**config.mk**
```make
export PLATFORM = sky130hd
export DESIGN_NAME = ctlreg_guard
export DESIGN_NICKNAME = d
export VERILOG_FILES = /design/src/rtl/ctlg_pkg.sv /design/src/rtl/ctlg_txn.sv /design/src/rtl/ctlg_latch.sv /design/src/rtl/ctlg_commit.sv /design/src/rtl/ctlreg_guard.sv
export SDC_FILE = /design/constraint.sdc
export NUM_CORES = 1
export LEC_CHECK = 0
export BUFFER_PORTS_ARGS = -buffer_cell sky130_fd_sc_hd__clkbuf_2
export CAP_MARGIN = 20
export CELL_PAD_IN_SITES_DETAIL_PLACEMENT = 2
export CELL_PAD_IN_SITES_GLOBAL_PLACEMENT = 2
export CORE_MARGIN = 1.5
export CORE_UTILIZATION = 34
export CTS_BUF_LIST = sky130_fd_sc_hd__clkbuf_2 sky130_fd_sc_hd__clkbuf_4 sky130_fd_sc_hd__clkbuf_8
export DETAILED_ROUTE_END_ITERATION = 10
export PLACE_DENSITY = 0.89
export SLEW_MARGIN = 30
export SYNTH_ARGS = -nofsm -noshare
export SYNTH_HDL_FRONTEND = slang
export SYNTH_SLANG_ARGS = --single-unit
```
**constraint.sdc**
```tcl
create_clock -name clk -period 2.3 [get_ports clk]
set_input_delay 0 -clock clk [delete_from_list [all_inputs] [get_ports clk]]
set_output_delay 0 -clock clk [all_outputs]
set_load 0.02 [all_outputs]
```
**src/rtl/ctlg_pkg.sv**
```systemverilog
package ctlg_pkg;

  localparam int CTL_W = 8;

  localparam int B_WPEN = 7;
  localparam int B_RWEL = 2;
  localparam int B_WEL  = 1;

  localparam logic [CTL_W-1:0] NV_MASK = 8'hF9;

  typedef enum logic [2:0] {
    T_IDLE,
    T_ARMED,
    T_WR_OPEN,
    T_WR_HELD,
    T_WR_DEAD,
    T_RD_OPEN
  } txn_st_e;

  typedef enum logic [1:0] {
    L_NONE,
    L_SET_WEL,
    L_SET_RWEL,
    L_COMMIT
  } latch_act_e;

  function automatic latch_act_e latch_decode(input logic wel, input logic rwel,
                                              input logic [CTL_W-1:0] b);
    latch_act_e a;
    if (wel && rwel) begin
      a = L_COMMIT;
    end else begin
      unique case (b[B_RWEL:B_WEL])
        2'b01:   a = L_SET_WEL;
        2'b11:   a = wel ? L_SET_RWEL : L_NONE;
        default: a = L_NONE;
      endcase
    end
    return a;
  endfunction

  function automatic logic [CTL_W-1:0] merge_nv(input logic [CTL_W-1:0] old_v,
                                                input logic [CTL_W-1:0] b);
    return (old_v & ~NV_MASK) | (b & NV_MASK);
  endfunction

  function automatic logic [CTL_W-1:0] assemble(input logic [CTL_W-1:0] nv,
                                                input logic wel, input logic rwel);
    logic [CTL_W-1:0] r;
    r = nv & NV_MASK;
    r[B_RWEL] = rwel;
    r[B_WEL]  = wel;
    return r;
  endfunction

endpackage

```
**src/rtl/ctlg_txn.sv**
```systemverilog
module ctlg_txn
  import ctlg_pkg::*;
(
  input  logic             clk,
  input  logic             rst_n,
  input  logic             sup_reset_i,
  input  logic             start_i,
  input  logic             stop_i,
  input  logic             addr_vld_i,
  input  logic             addr_hit_i,
  input  logic             dir_rd_i,
  input  logic             wdata_vld_i,
  input  logic [CTL_W-1:0] wdata_i,
  input  logic             rdreq_i,
  input  logic             gate_ok_i,
  input  logic             protect_i,
  output logic             rsp_vld_o,
  output logic             rsp_ack_o,
  output logic             rd_fire_o,
  output logic             apply_o,
  output logic [CTL_W-1:0] held_o
);

  txn_st_e          st, st_n;
  logic             rsp_vld_n, rsp_ack_n;
  logic [CTL_W-1:0] held, held_n;

  always_comb begin
    st_n      = st;
    rsp_vld_n = 1'b0;
    rsp_ack_n = 1'b0;
    rd_fire_o = 1'b0;
    apply_o   = 1'b0;
    held_n    = held;
    if (addr_hit_i) begin
      rsp_vld_n = 1'b1;
      rsp_ack_n = (st == T_ARMED) && gate_ok_i && !sup_reset_i;
    end
    if (sup_reset_i) begin
      st_n = T_IDLE;
    end else if (start_i) begin
      st_n = T_ARMED;
    end else if (stop_i) begin
      apply_o = (st == T_WR_HELD);
      st_n    = T_IDLE;
    end else begin
      unique case (st)
        T_ARMED: begin
          if (addr_vld_i) begin
            if (addr_hit_i && gate_ok_i) st_n = dir_rd_i ? T_RD_OPEN : T_WR_OPEN;
            else                         st_n = T_IDLE;
          end
        end
        T_WR_OPEN: begin
          if (wdata_vld_i) begin
            rsp_vld_n = 1'b1;
            if (protect_i) begin
              st_n = T_WR_DEAD;
            end else begin
              rsp_ack_n = 1'b1;
              held_n    = wdata_i;
              st_n      = T_WR_HELD;
            end
          end
        end
        T_WR_HELD, T_WR_DEAD: begin
          if (wdata_vld_i) rsp_vld_n = 1'b1;
        end
        T_RD_OPEN: begin
          if (rdreq_i) begin
            rd_fire_o = 1'b1;
            st_n      = T_IDLE;
          end
        end
        default: st_n = T_IDLE;
      endcase
    end
  end

  always_ff @(posedge clk or negedge rst_n) begin
    if (!rst_n) begin
      st        <= T_IDLE;
      held      <= '0;
      rsp_vld_o <= 1'b0;
      rsp_ack_o <= 1'b0;
    end else begin
      st        <= st_n;
      held      <= held_n;
      rsp_vld_o <= rsp_vld_n;
      rsp_ack_o <= rsp_ack_n;
    end
  end

  assign held_o = held;

endmodule

```
**src/rtl/ctlg_latch.sv**
```systemverilog
module ctlg_latch
  import ctlg_pkg::*;
(
  input  logic             clk,
  input  logic             rst_n,
  input  logic             sup_reset_i,
  input  logic             apply_i,
  input  logic [CTL_W-1:0] byte_i,
  input  logic             done_i,
  input  logic             busy_i,
  output logic             wel_o,
  output logic             rwel_o,
  output logic             commit_go_o
);

  latch_act_e act;

  assign act         = latch_decode(wel_o, rwel_o, byte_i);
  assign commit_go_o = apply_i && (act == L_COMMIT);

  always_ff @(posedge clk or negedge rst_n) begin
    if (!rst_n) begin
      wel_o  <= 1'b0;
      rwel_o <= 1'b0;
    end else if (sup_reset_i || (done_i && busy_i)) begin
      wel_o  <= 1'b0;
      rwel_o <= 1'b0;
    end else if (apply_i) begin
      if (act == L_SET_WEL)  wel_o  <= 1'b1;
      if (act == L_SET_RWEL) rwel_o <= 1'b1;
    end
  end

endmodule

```
**src/rtl/ctlg_commit.sv**
```systemverilog
module ctlg_commit
  import ctlg_pkg::*;
#(
  parameter logic [CTL_W-1:0] NV_INIT = 8'h00
) (
  input  logic             clk,
  input  logic             rst_n,
  input  logic             go_i,
  input  logic [CTL_W-1:0] byte_i,
  input  logic             done_i,
  output logic [CTL_W-1:0] nv_o,
  output logic             busy_o,
  output logic             start_o
);

  always_ff @(posedge clk or negedge rst_n) begin
    if (!rst_n) begin
      nv_o    <= NV_INIT & NV_MASK;
      busy_o  <= 1'b0;
      start_o <= 1'b0;
    end else begin
      start_o <= go_i;
      if (go_i) begin
        nv_o   <= merge_nv(nv_o, byte_i);
        busy_o <= 1'b1;
      end else if (done_i) begin
        busy_o <= 1'b0;
      end
    end
  end

endmodule

```
**src/rtl/ctlreg_guard.sv**
```systemverilog
module ctlreg_guard
  import ctlg_pkg::*;
#(
  parameter int               ADDR_W   = 16,
  parameter logic [ADDR_W-1:0] REG_ADDR = '1,
  parameter logic [7:0]       NV_INIT  = 8'h00
) (
  input  logic              clk,
  input  logic              rst_n,
  input  logic              sup_reset_i,
  input  logic              wp_i,
  input  logic              start_i,
  input  logic              stop_i,
  input  logic              addr_vld_i,
  input  logic [ADDR_W-1:0] addr_i,
  input  logic              dir_rd_i,
  input  logic              wdata_vld_i,
  input  logic [7:0]        wdata_i,
  input  logic              rdreq_i,
  input  logic              commit_done_i,
  output logic              rsp_vld_o,
  output logic              rsp_ack_o,
  output logic              rdata_vld_o,
  output logic [7:0]        rdata_o,
  output logic [7:0]        ctl_reg_o,
  output logic              commit_start_o
);

  logic             addr_hit_w;
  logic             gate_ok_w;
  logic             protect_w;
  logic             rd_fire_w;
  logic             apply_w;
  logic [CTL_W-1:0] held_w;
  logic             wel_w, rwel_w;
  logic             commit_go_w;
  logic             busy_w;
  logic [CTL_W-1:0] nv_w;

  assign addr_hit_w = addr_vld_i && (addr_i == REG_ADDR);
  assign gate_ok_w  = !busy_w;
  assign protect_w  = wp_i && nv_w[B_WPEN];
  assign ctl_reg_o  = assemble(nv_w, wel_w, rwel_w);

  ctlg_txn u_txn (
    .clk         (clk),
    .rst_n       (rst_n),
    .sup_reset_i (sup_reset_i),
    .start_i     (start_i),
    .stop_i      (stop_i),
    .addr_vld_i  (addr_vld_i),
    .addr_hit_i  (addr_hit_w),
    .dir_rd_i    (dir_rd_i),
    .wdata_vld_i (wdata_vld_i),
    .wdata_i     (wdata_i),
    .rdreq_i     (rdreq_i),
    .gate_ok_i   (gate_ok_w),
    .protect_i   (protect_w),
    .rsp_vld_o   (rsp_vld_o),
    .rsp_ack_o   (rsp_ack_o),
    .rd_fire_o   (rd_fire_w),
    .apply_o     (apply_w),
    .held_o      (held_w)
  );

  ctlg_latch u_latch (
    .clk         (clk),
    .rst_n       (rst_n),
    .sup_reset_i (sup_reset_i),
    .apply_i     (apply_w),
    .byte_i      (held_w),
    .done_i      (commit_done_i),
    .busy_i      (busy_w),
    .wel_o       (wel_w),
    .rwel_o      (rwel_w),
    .commit_go_o (commit_go_w)
  );

  ctlg_commit #(.NV_INIT(NV_INIT)) u_commit (
    .clk     (clk),
    .rst_n   (rst_n),
    .go_i    (commit_go_w),
    .byte_i  (held_w),
    .done_i  (commit_done_i),
    .nv_o    (nv_w),
    .busy_o  (busy_w),
    .start_o (commit_start_o)
  );

  always_ff @(posedge clk or negedge rst_n) begin
    if (!rst_n) begin
      rdata_vld_o <= 1'b0;
      rdata_o     <= '0;
    end else begin
      rdata_vld_o <= rd_fire_w;
      if (rd_fire_w) rdata_o <= ctl_reg_o;
    end
  end

endmodule

```
# Word level (Yosys, flattened, before mapping)
# Index checks and enable logic that the tools add are counted.
# W data, S select, Z words.
dict set report op_classes {
  eq_ne 15
  muxes 42
  reduce_logical 21
  n_bitwise 5
}
# op n
set op_table {}
lappend op_table {{$mux W1} 29}
lappend op_table {{$mux W3} 9}
lappend op_table {{$eq A16 B16 Y1 const B} 1}
lappend op_table {{$ne A5 B5 Y1 const B} 3}
lappend op_table {{$pmux W3 S4} 1}
lappend op_table {{$logic_and A1 B1 Y1} 8}
lappend op_table {{$or A3 B8 Y8} 1}
lappend op_table {{$reduce_bool A2 Y1} 4}
lappend op_table {{$eq A2 B2 Y1 const B} 3}
lappend op_table {{$eq A3 B2 Y1 const B} 2}
lappend op_table {{$eq A3 B3 Y1 const B} 2}
lappend op_table {{$reduce_and A6 Y1} 1}
lappend op_table {{$eq A2 B1 Y1 const B} 2}
lappend op_table {{$mux W2} 2}
lappend op_table {{$ne A4 B4 Y1 const B} 1}
lappend op_table {{$not A1 Y1} 4}
lappend op_table {{$pmux W2 S2} 1}
lappend op_table {{$reduce_and A2 Y1} 2}
lappend op_table {{$reduce_and A4 Y1} 1}
lappend op_table {{$eq A3 B1 Y1 const B} 1}
lappend op_table {{$reduce_or A3 Y1} 1}
lappend op_table {{$logic_not A1 Y1} 2}
lappend op_table {{$reduce_or A2 Y1} 1}
lappend op_table {{$logic_or A1 B1 Y1} 1}
dict set report word_totals {
  wordCells 94
  register_bits 34
  output_inout_bits 20
  inputBits 35
}

# Depth between registers and ports, before layout
# Gate-level depths: netlist (run 1).
dict set report logic_depth {
  ltp_word 10
  ltp_mapped 5
  depth_no_buf 4
}

# Cells and area by module
# Synthesis (run 1) repeated with hierarchy kept, for this count alone.
dict set report unflattened {
  cells_unflattened 115
  area_unflattened_um2 1507.7
}
# mod cells_per_inst instances area_each_um2 seq_area_each_um2
set by_module_without_submodules {}
lappend by_module_without_submodules {ctlg_txn 59 1 686.9 325.3}
lappend by_module_without_submodules {ctlreg_guard 28 1 389.1 225.2}
lappend by_module_without_submodules {ctlg_commit 20 1 332.8 200.2}
lappend by_module_without_submodules {ctlg_latch 8 1 98.8 50.0}

# Worst setup path after synthesis (run 1)
# OpenSTA, ideal clock, no wires.
dict set report synth_timing {
  path_kind {register to register}
  startpoint {reg u_txn.st[0]}
  endpoint {reg u_commit.nv_o[0]}
  synth_period_minus_slack_ns 1.436
  t_required_ns 2.175
  slack_ns 0.864
  t_arrival_ns 1.311
  setup_time_ns 0.125
  path_stages_with_launch 6
  path_buffers 1
  cell_sequence {dfrtp_1 -> buf_2 -> nand2_1 -> nor4_4 -> nand3_2 -> mux2_2}
}
dict set report synth_via {
  elab_chain_len 5
}
# element line
set synth_rtl {}
lappend synth_rtl {{start: declaration} ctlg_txn.sv:24} ;# txn_st_e st, st_n;
lappend synth_rtl {{start signal: assignment} ctlg_txn.sv:87} ;# st <= st_n;
lappend synth_rtl {{$eq A3 B2 Y1} ctlg_txn.sv:44} ;# apply_o = (st == T_WR_HELD);
lappend synth_rtl {{$mux W1} ctlg_txn.sv:43} ;# end else if (stop_i) begin
lappend synth_rtl {{$mux W1} ctlg_txn.sv:41} ;# end else if (start_i) begin
lappend synth_rtl {{$mux W1} ctlg_txn.sv:39} ;# if (sup_reset_i) begin
lappend synth_rtl {{$logic_and A1 B1 Y1} ctlg_latch.sv:19} ;# assign commit_go_o = apply_i && (act == L_COMMIT);
lappend synth_rtl {{end signal: assignment} ctlg_commit.sv:18} ;# nv_o <= NV_INIT & NV_MASK;
lappend synth_rtl {{end signal: assignment} ctlg_commit.sv:24} ;# nv_o <= merge_nv(nv_o, byte_i);
lappend synth_rtl {{end: declaration} ctlg_commit.sv:11} ;# output logic [CTL_W-1:0] nv_o,
# No other way between the ends.
# A chain may end at the register's enable or synchronous reset.

# Final worst setup path (run 1)
dict set report layout_timing {
  startpoint {reg u_txn.st[0]}
  endpoint {reg u_commit.nv_o[6]}
}
# Same word-level chain as after synthesis.

==> results_dict.tcl, run 1 <==
set metrics [dict create \
    max-cap-violations 0 \
    synthSimpleGateAreaFrac_pct 15.9 \
    holdBufCountCts 9 \
    row_count 23 \
    routed_wl_um 4380 \
    cp.arrival_ps 1950 \
    slew_violations 0 \
    p_int_mw 0.885 \
    core_um2 4060 \
    cp_top_family "simple AND/OR/NAND/NOR gates" \
    routabilityCongestion 0.900 \
    cts_buffers 5 \
    fp.dieH_um 68.6 \
    hp-class "input pin to flop" \
    cts_resized 0 \
    die_w_um 68.6 \
    synthCells 113 \
    synth-seq-area-share_pct 54.7 \
    synth_edf_count 0 \
    netSwitchingPower_mw 0.252 \
    synth-main-ff-cell "dfrtp_1" \
    clock_power_share_pct 40.9 \
    cp_max_fo 10 \
    via_per_inst 5.10 \
    synth_nets 148 \
    antenna_found_initial 0 \
    run_status "complete, no violations" \
    h-tree-depth 2 \
    ant_nets 0 \
    vdd_drop_max_v 0.000345 \
    ys_types 32 \
    synth_mux_area_share_pct 16.9 \
    synth_top_area_share_pct 54.7 \
    dp_hpwl_um 3030 \
    initial_core_util_pct 36.1 \
    grt-ovfl-total 0 \
    first_pass_iters 4 \
    clock_latency_ps 280 \
    synth_area_um2 1460 \
    worst-endpoint-required_ps 2460 \
    path_class "flop to flop" \
    p_leak_nw 0.996 \
    yosys_warnings 0 \
    switching_share_pct 22.1 \
    place_area_um2 1780 \
    synth.most_common_cell "dfrtp_1" \
    final_area_um2 1970 \
    seq_area_um2 801 \
    period_share_pct 77.5 \
    synthTopCellsByArea "dfrtp_1 (55%), mux2_2 (17%), nor3_4 (2.2%)" \
    clock_path_buffers 2 \
    multi_input_area_um2 617 \
    synth-async-reset-ratio_pct 100 \
    cts-root-buf "clkbuf_8" \
    synth_fa_ha_area_share_pct 0 \
    setup_viol 0 \
    path_buf_inv 0 \
    grt_pass1_vias 1298 \
    grt_setup_unrepaired "no" \
    diodes 0 \
    io_pins 55 \
    skew_ps 7.64 \
    postCtsSetupRepairBufs 0 \
    hold_viol 0 \
    design.die.area_um2 4710 \
    synth_top_family_by_area "multiplexers" \
    fillCellCount 427 \
    drc 0 \
    synth_xor_area_share_pct 0 \
    p_seq_share_pct 50.9 \
    fin_nets 216 \
    startpoint_type "flop" \
    drtIter0Drc 38 \
    critPathSlowestCell "dfrtp_1" \
    netlist_top_cells_count "dfrtp_1 (32), mux2_2 (22), a21oi_1 (6), inv_1 (6), o21ai_0 (5)" \
    tightestPinTransition_ps 804 \
    post_drt_wl_per_cell_um 19.0 \
    cts_tree "done" \
    grt_usage_pct 20.5 \
    crit_chain "nand2_1 -> nor4_4 -> nand3_2 -> mux2_2" \
    max_freq_mhz 561 \
    ys_ff_latch 32 \
    grt_pass1_wl_um 6800 \
    numClockSinks 32 \
    fin_crit_ps 1780 \
    avgSynthCellArea_um2 13.0 \
    dr_total_vias 1178 \
    end_kind "flop" \
    path_clk_slew_ps 70 \
    io_buffers 54 \
    tns_ps 0 \
    synth-compound-area-share_pct 9.32 \
    yosys.area.top_type "dfrtp_1" \
    drive_above_1_share_pct 51.9 \
    grt_max_degree 33 \
    power_density_nw_per_um2 576 \
    power_frac_comb_pct 8.2 \
    area_delta_synth_final_pct 34.8 \
    max-slew-margin-rel_pct 46.4 \
    slowest_delay_ps 540 \
]
==> flip-flops by register name, indices dropped and copies added (netlist names) <==
register / flops
rdata_vld_o: 1
u_txn.held_o: 8
u_txn.rsp_ack_o: 1
u_txn.rsp_vld_o: 1
u_commit.start_o: 1
u_latch.wel_o: 1
rdata_o: 8
u_commit.nv_o: 6
u_commit.busy_o: 1
u_latch.rwel_o: 1
u_txn.st: 3
==> metal layers <==
metal / share of wire (%) / GRT usage, %
met5: 0 / 0
met4: 0.52 / 3.00
met3: 5.6 / 5.19
met2: 55 / 38.6
met1: 39 / 23.8
==> cell families (layout without fill, tap and decap cells) <==
kind of cell / count (synthesis) / count (layout)
AOI/OAI and AO/OA: 21 / 21
buffers and inverters: 10 / 78
DFF: 32 / 32
muxes: 22 / 22
and+or+nand+nor: 28 / 28
==> worst min-delay path: stages <==
cell and delay, ps:
clkbuf_2 80, inv_1 50, nand4_1 80, a21oi_1 70
==> power by group through the flow <==
| stage | Sequential (mW) | Combinational [mW] | Clock, mW |
|---|---|---|---|
| floorplan | 0.585 | 0.0301 | 0 |
| global placement | 0.588 | 0.0752 | 0 |
| detailed placement | 0.589 | 0.0782 | 0 |
| CTS | 0.579 | 0.0924 | 0.477 |
| global route | 0.580 | 0.104 | 0.504 |
| finish | 0.579 | 0.0927 | 0.465 |
==> path summary, 6_finish.rpt <==
| kind | startpoint | endpoint | cells after the start | slack (ps) |
|---|---|---|---|---|
| max in group asynchronous | rst_n | u_txn.held_o[1] | 2 | 1420 |
| max reg2reg | u_txn.st[0] | u_commit.nv_o[6] | 4 | 520 |
| min | dir_rd_i | u_txn.st[1] | 4 | 30 |
| min reg2reg | u_txn.held_o[5] | u_txn.held_o[5] | 1 | 500 |
| max | u_txn.st[0] | u_commit.nv_o[6] | 4 | 520 |
| min in group asynchronous | rst_n | u_commit.nv_o[6] | 2 | 360 |
==> cells in the final DEF (no fill, tap or decap) <==
cell            n
nor3_1          2
inv_1           6
a211o_1         1
nand2_1         4
a21oi_1         6
nand2b_4        1
dlygate4sd3_1  10
nand3_1         3
a21o_1          1
nor4b_1         1
clkbuf_2       54
a31o_2          1
nand4_1         4
a31oi_1         1
nor4b_2         1
nand3_4         1
a32o_1          1
o31a_1          1
nor3_4          2
nor2b_1         2
nand3_2         1
clkbuf_8        7
a41oi_1         2
mux2_2         22
nor2_1          3
or2_2           1
nor4_4          1
inv_2           1
o21ai_0         5
dfrtp_1        32
o22ai_1         1
a21boi_0        1
nor3b_4         1
==> metrics by stage <==
stage               worst slack [ps]  util, %  hold slack [ps]  power, mW  instances
floorplan                        864        -             -296      0.615        113
global placement                 608     43.8              103      0.663        214
detailed placement               545     43.8              124      0.667        214
CTS                              523     48.4             6.31       1.15        230
global route                     406     48.6             53.4       1.19        231
finish                           517     48.6             33.4       1.14        231
==> area by class of cell <==
type / instances / share of cell area, %
Sequential cell: 32 / 40.6
Multi-Input combinational cell: 71 / 31.3
Tap cell: 50 / 3.17
Inverter: 7 / 1.33
Timing Repair Buffer: 64 / 18.8
Clock buffer: 7 / 4.88
(Power assumes the default switching activity.)
==> inputs of run 2 (changes only) <==
- CORE_UTILIZATION: 34 -> 29
- PLACE_DENSITY: 0.89 -> 0.81
- clock period: 2.3 -> 1.58 ns (I/O delays scaled with it)
==> results_dict.tcl, run 2 (same netlist as run 1, synthesis figures left out) <==
set metrics [dict create \
    r2r_slack_ps -20 \
    switching_share_pct 23.6 \
    grt_usage_pct 18.1 \
    min_to "u_txn.st[1]" \
    core_um2 4790 \
    fin_nets 233 \
    dp_hpwl_um 3430 \
    failed_checks "setup timing" \
    tns_ps -23.6 \
    die_w_um 74.1 \
    routabilityCongestion 1.04 \
    io_pins 55 \
    hold_viol 0 \
    reg2regPathDepth 6 \
    p_leak_nw 1.08 \
    slew_violations 0 \
    worst-endpoint-required_ps 1770 \
    first_pass_iters 4 \
    design.die.area_um2 5480 \
    grt_pass1_wl_um 7310 \
    power_frac_comb_pct 10.0 \
    hp-class "input pin to flop" \
    vdd_drop_max_v 0.000416 \
    diodes 0 \
    drive_above_1_share_pct 58.1 \
    fin_crit_ps 1600 \
    fin_util_pct 45.2 \
    clock_path_buffers 2 \
    cp_max_fo 4 \
    cts_tree "done" \
    initial_core_util_pct 30.6 \
    path_buf_inv 2 \
    grt_pass1_vias 1469 \
    mostFrequentLayoutCells "clkbuf_2 (54), dfrtp_1 (29), mux2_2 (22)" \
    dr_total_vias 1302 \
    period_share_pct 101 \
    row_count 25 \
    grt_max_degree 23 \
    max-cap-violations 0 \
    drtIter0Drc 23 \
    layout_commonest_cell "clkbuf_2" \
    grt-ovfl-total 0 \
    numClockSinks 32 \
    tightestPinTransition_ps 586 \
    run_status "finished, violations left" \
    cts-root-buf "clkbuf_8" \
    io_buffers 54 \
    routed_wl_um 4620 \
    post_drt_wl_per_cell_um 17.4 \
    clock_latency_ps 280 \
    antenna_found_initial 0 \
    netSwitchingPower_mw 0.380 \
    post-place-ws_ps -37.7 \
    cp_top_family "simple AND/OR/NAND/NOR gates" \
    area_delta_synth_final_pct 47.9 \
    cp_common_cell "buf_4" \
    end_kind "flop" \
    slowest_delay_ps 450 \
    hold_path_depth 4 \
    clock_power_share_pct 37.7 \
    p_seq_share_pct 52.3 \
    hp-start "dir_rd_i" \
    skew_ps 3.66 \
    path_class "flop to flop" \
    path_clk_slew_ps 70 \
    drc 0 \
    ant_nets 0 \
    max_freq_mhz 624 \
    setup_viol 1 \
    reg2reg_from "u_txn.st[2]" \
    h-tree-depth 2 \
    cp.arrival_ps 1790 \
    cts_buffers 5 \
    grt_setup_unrepaired "yes" \
    reg2reg_to "u_txn.st[0]" \
    crit_chain "nand2b_4 -> nor3b_4 -> buf_4 -> buf_4 -> a21oi_1 -> o22ai_1" \
    fp.dieH_um 74.1 \
    max-slew-margin-rel_pct 60.9 \
    setup_ws_ps -23.6 \
    power_density_nw_per_um2 744 \
    via_per_inst 4.91 \
    startpoint_type "flop" \
    p_int_mw 1.23 \
    critPathSlowestCell "dfrtp_2" \
]
## run 2: cell count changes in the layout (fill, tap and decap cells not counted), moves of 2 or more
cell | previous run | this run
dfrtp_2 | 0 | 3
nor4b_4 | 0 | 2
buf_4 | 0 | 15
clkbuf_8 | 7 | 5
dfrtp_1 | 32 | 29
nand3_4 | 1 | 3
## run 2: worst reg2reg max path, delay by kind of cell (launching register included)
family / cells / cell delay [ps]
and+or+nand+nor: 2 / 550
DFF: 1 / 450
buffers and inverters: 2 / 260
AOI/OAI and AO/OA: 2 / 250
## run 2: worst max path at each step
stage,start,endpoint,slack (ps),cells past startpoint
6_report,u_txn.st[2],u_txn.st[0],-20,6
2_1_floorplan,u_txn.st[0],u_commit.nv_o[0],140,5
5_1_grt,u_txn.st[2],u_txn.st[0],-100,6
4_1_cts,u_txn.st[0],u_txn.held_o[4],0.7,4
3_3_place_gp,u_txn.st[1],u_txn.st[0],50,5
3_5_place_dp,u_txn.st[0],u_commit.nv_o[7],-40,4
## run 2: power by group through the flow
stage	Sequential [mW]	Clock [mW]	Combinational (mW)
after floorplan	0.851	0	0.0438
after global placement	0.854	0	0.124
after detailed placement	0.856	0	0.133
after CTS	0.841	0.628	0.156
after global routing	0.843	0.668	0.178
final	0.842	0.608	0.161
## run 2: cell type report
cell class	instances	area (µm²)
clock inverter	1	5.00
tap	67	83.8
multi-input combinational	72	666
sequential	32	805
clock buffer	6	76.3
inverter	7	26.3
fill	499	2620
timing repair buffer	80	503
## run 2: metrics by stage
stage                     instance area (µm²)  hold WS [ps]  instances  power (mW)
after floorplan                          1460          -296        113       0.895
after global routing                     2160          56.6        265        1.69
after global placement                   1890          12.1        241       0.977
final                                    2160          39.2        265        1.61
after CTS                                2100          8.89        261        1.62
after detailed placement                 1890          35.7        241       0.990
## run 2: timing repair
| item | in CTS | in global routing |
|---|---|---|
| setup endpoints to repair | 14 | 19 |
| gates cloned | 1 | 0 |
| buffers inserted | 2 | 4 |
| pin swaps | 1 | 2 |
| hold endpoints to repair | 29 | 0 |
| hold buffers | 10 | 0 |
| resized for setup | 1 | 8 |
## run 2: routing by layer
| metal | GRT usage, % | routed length, µm | up-vias | share of wire [%] |
|---|---|---|---|---|
| li1 | - | - | 584 | - |
| met5 | 0 | 0 | - | 0 |
| met2 | 32.2 | 2410 | 53 | 52 |
| met1 | 20.7 | 1850 | 656 | 40 |
| met3 | 5.15 | 294 | 9 | 6.4 |
| met4 | 6.38 | 70 | 0 | 1.5 |
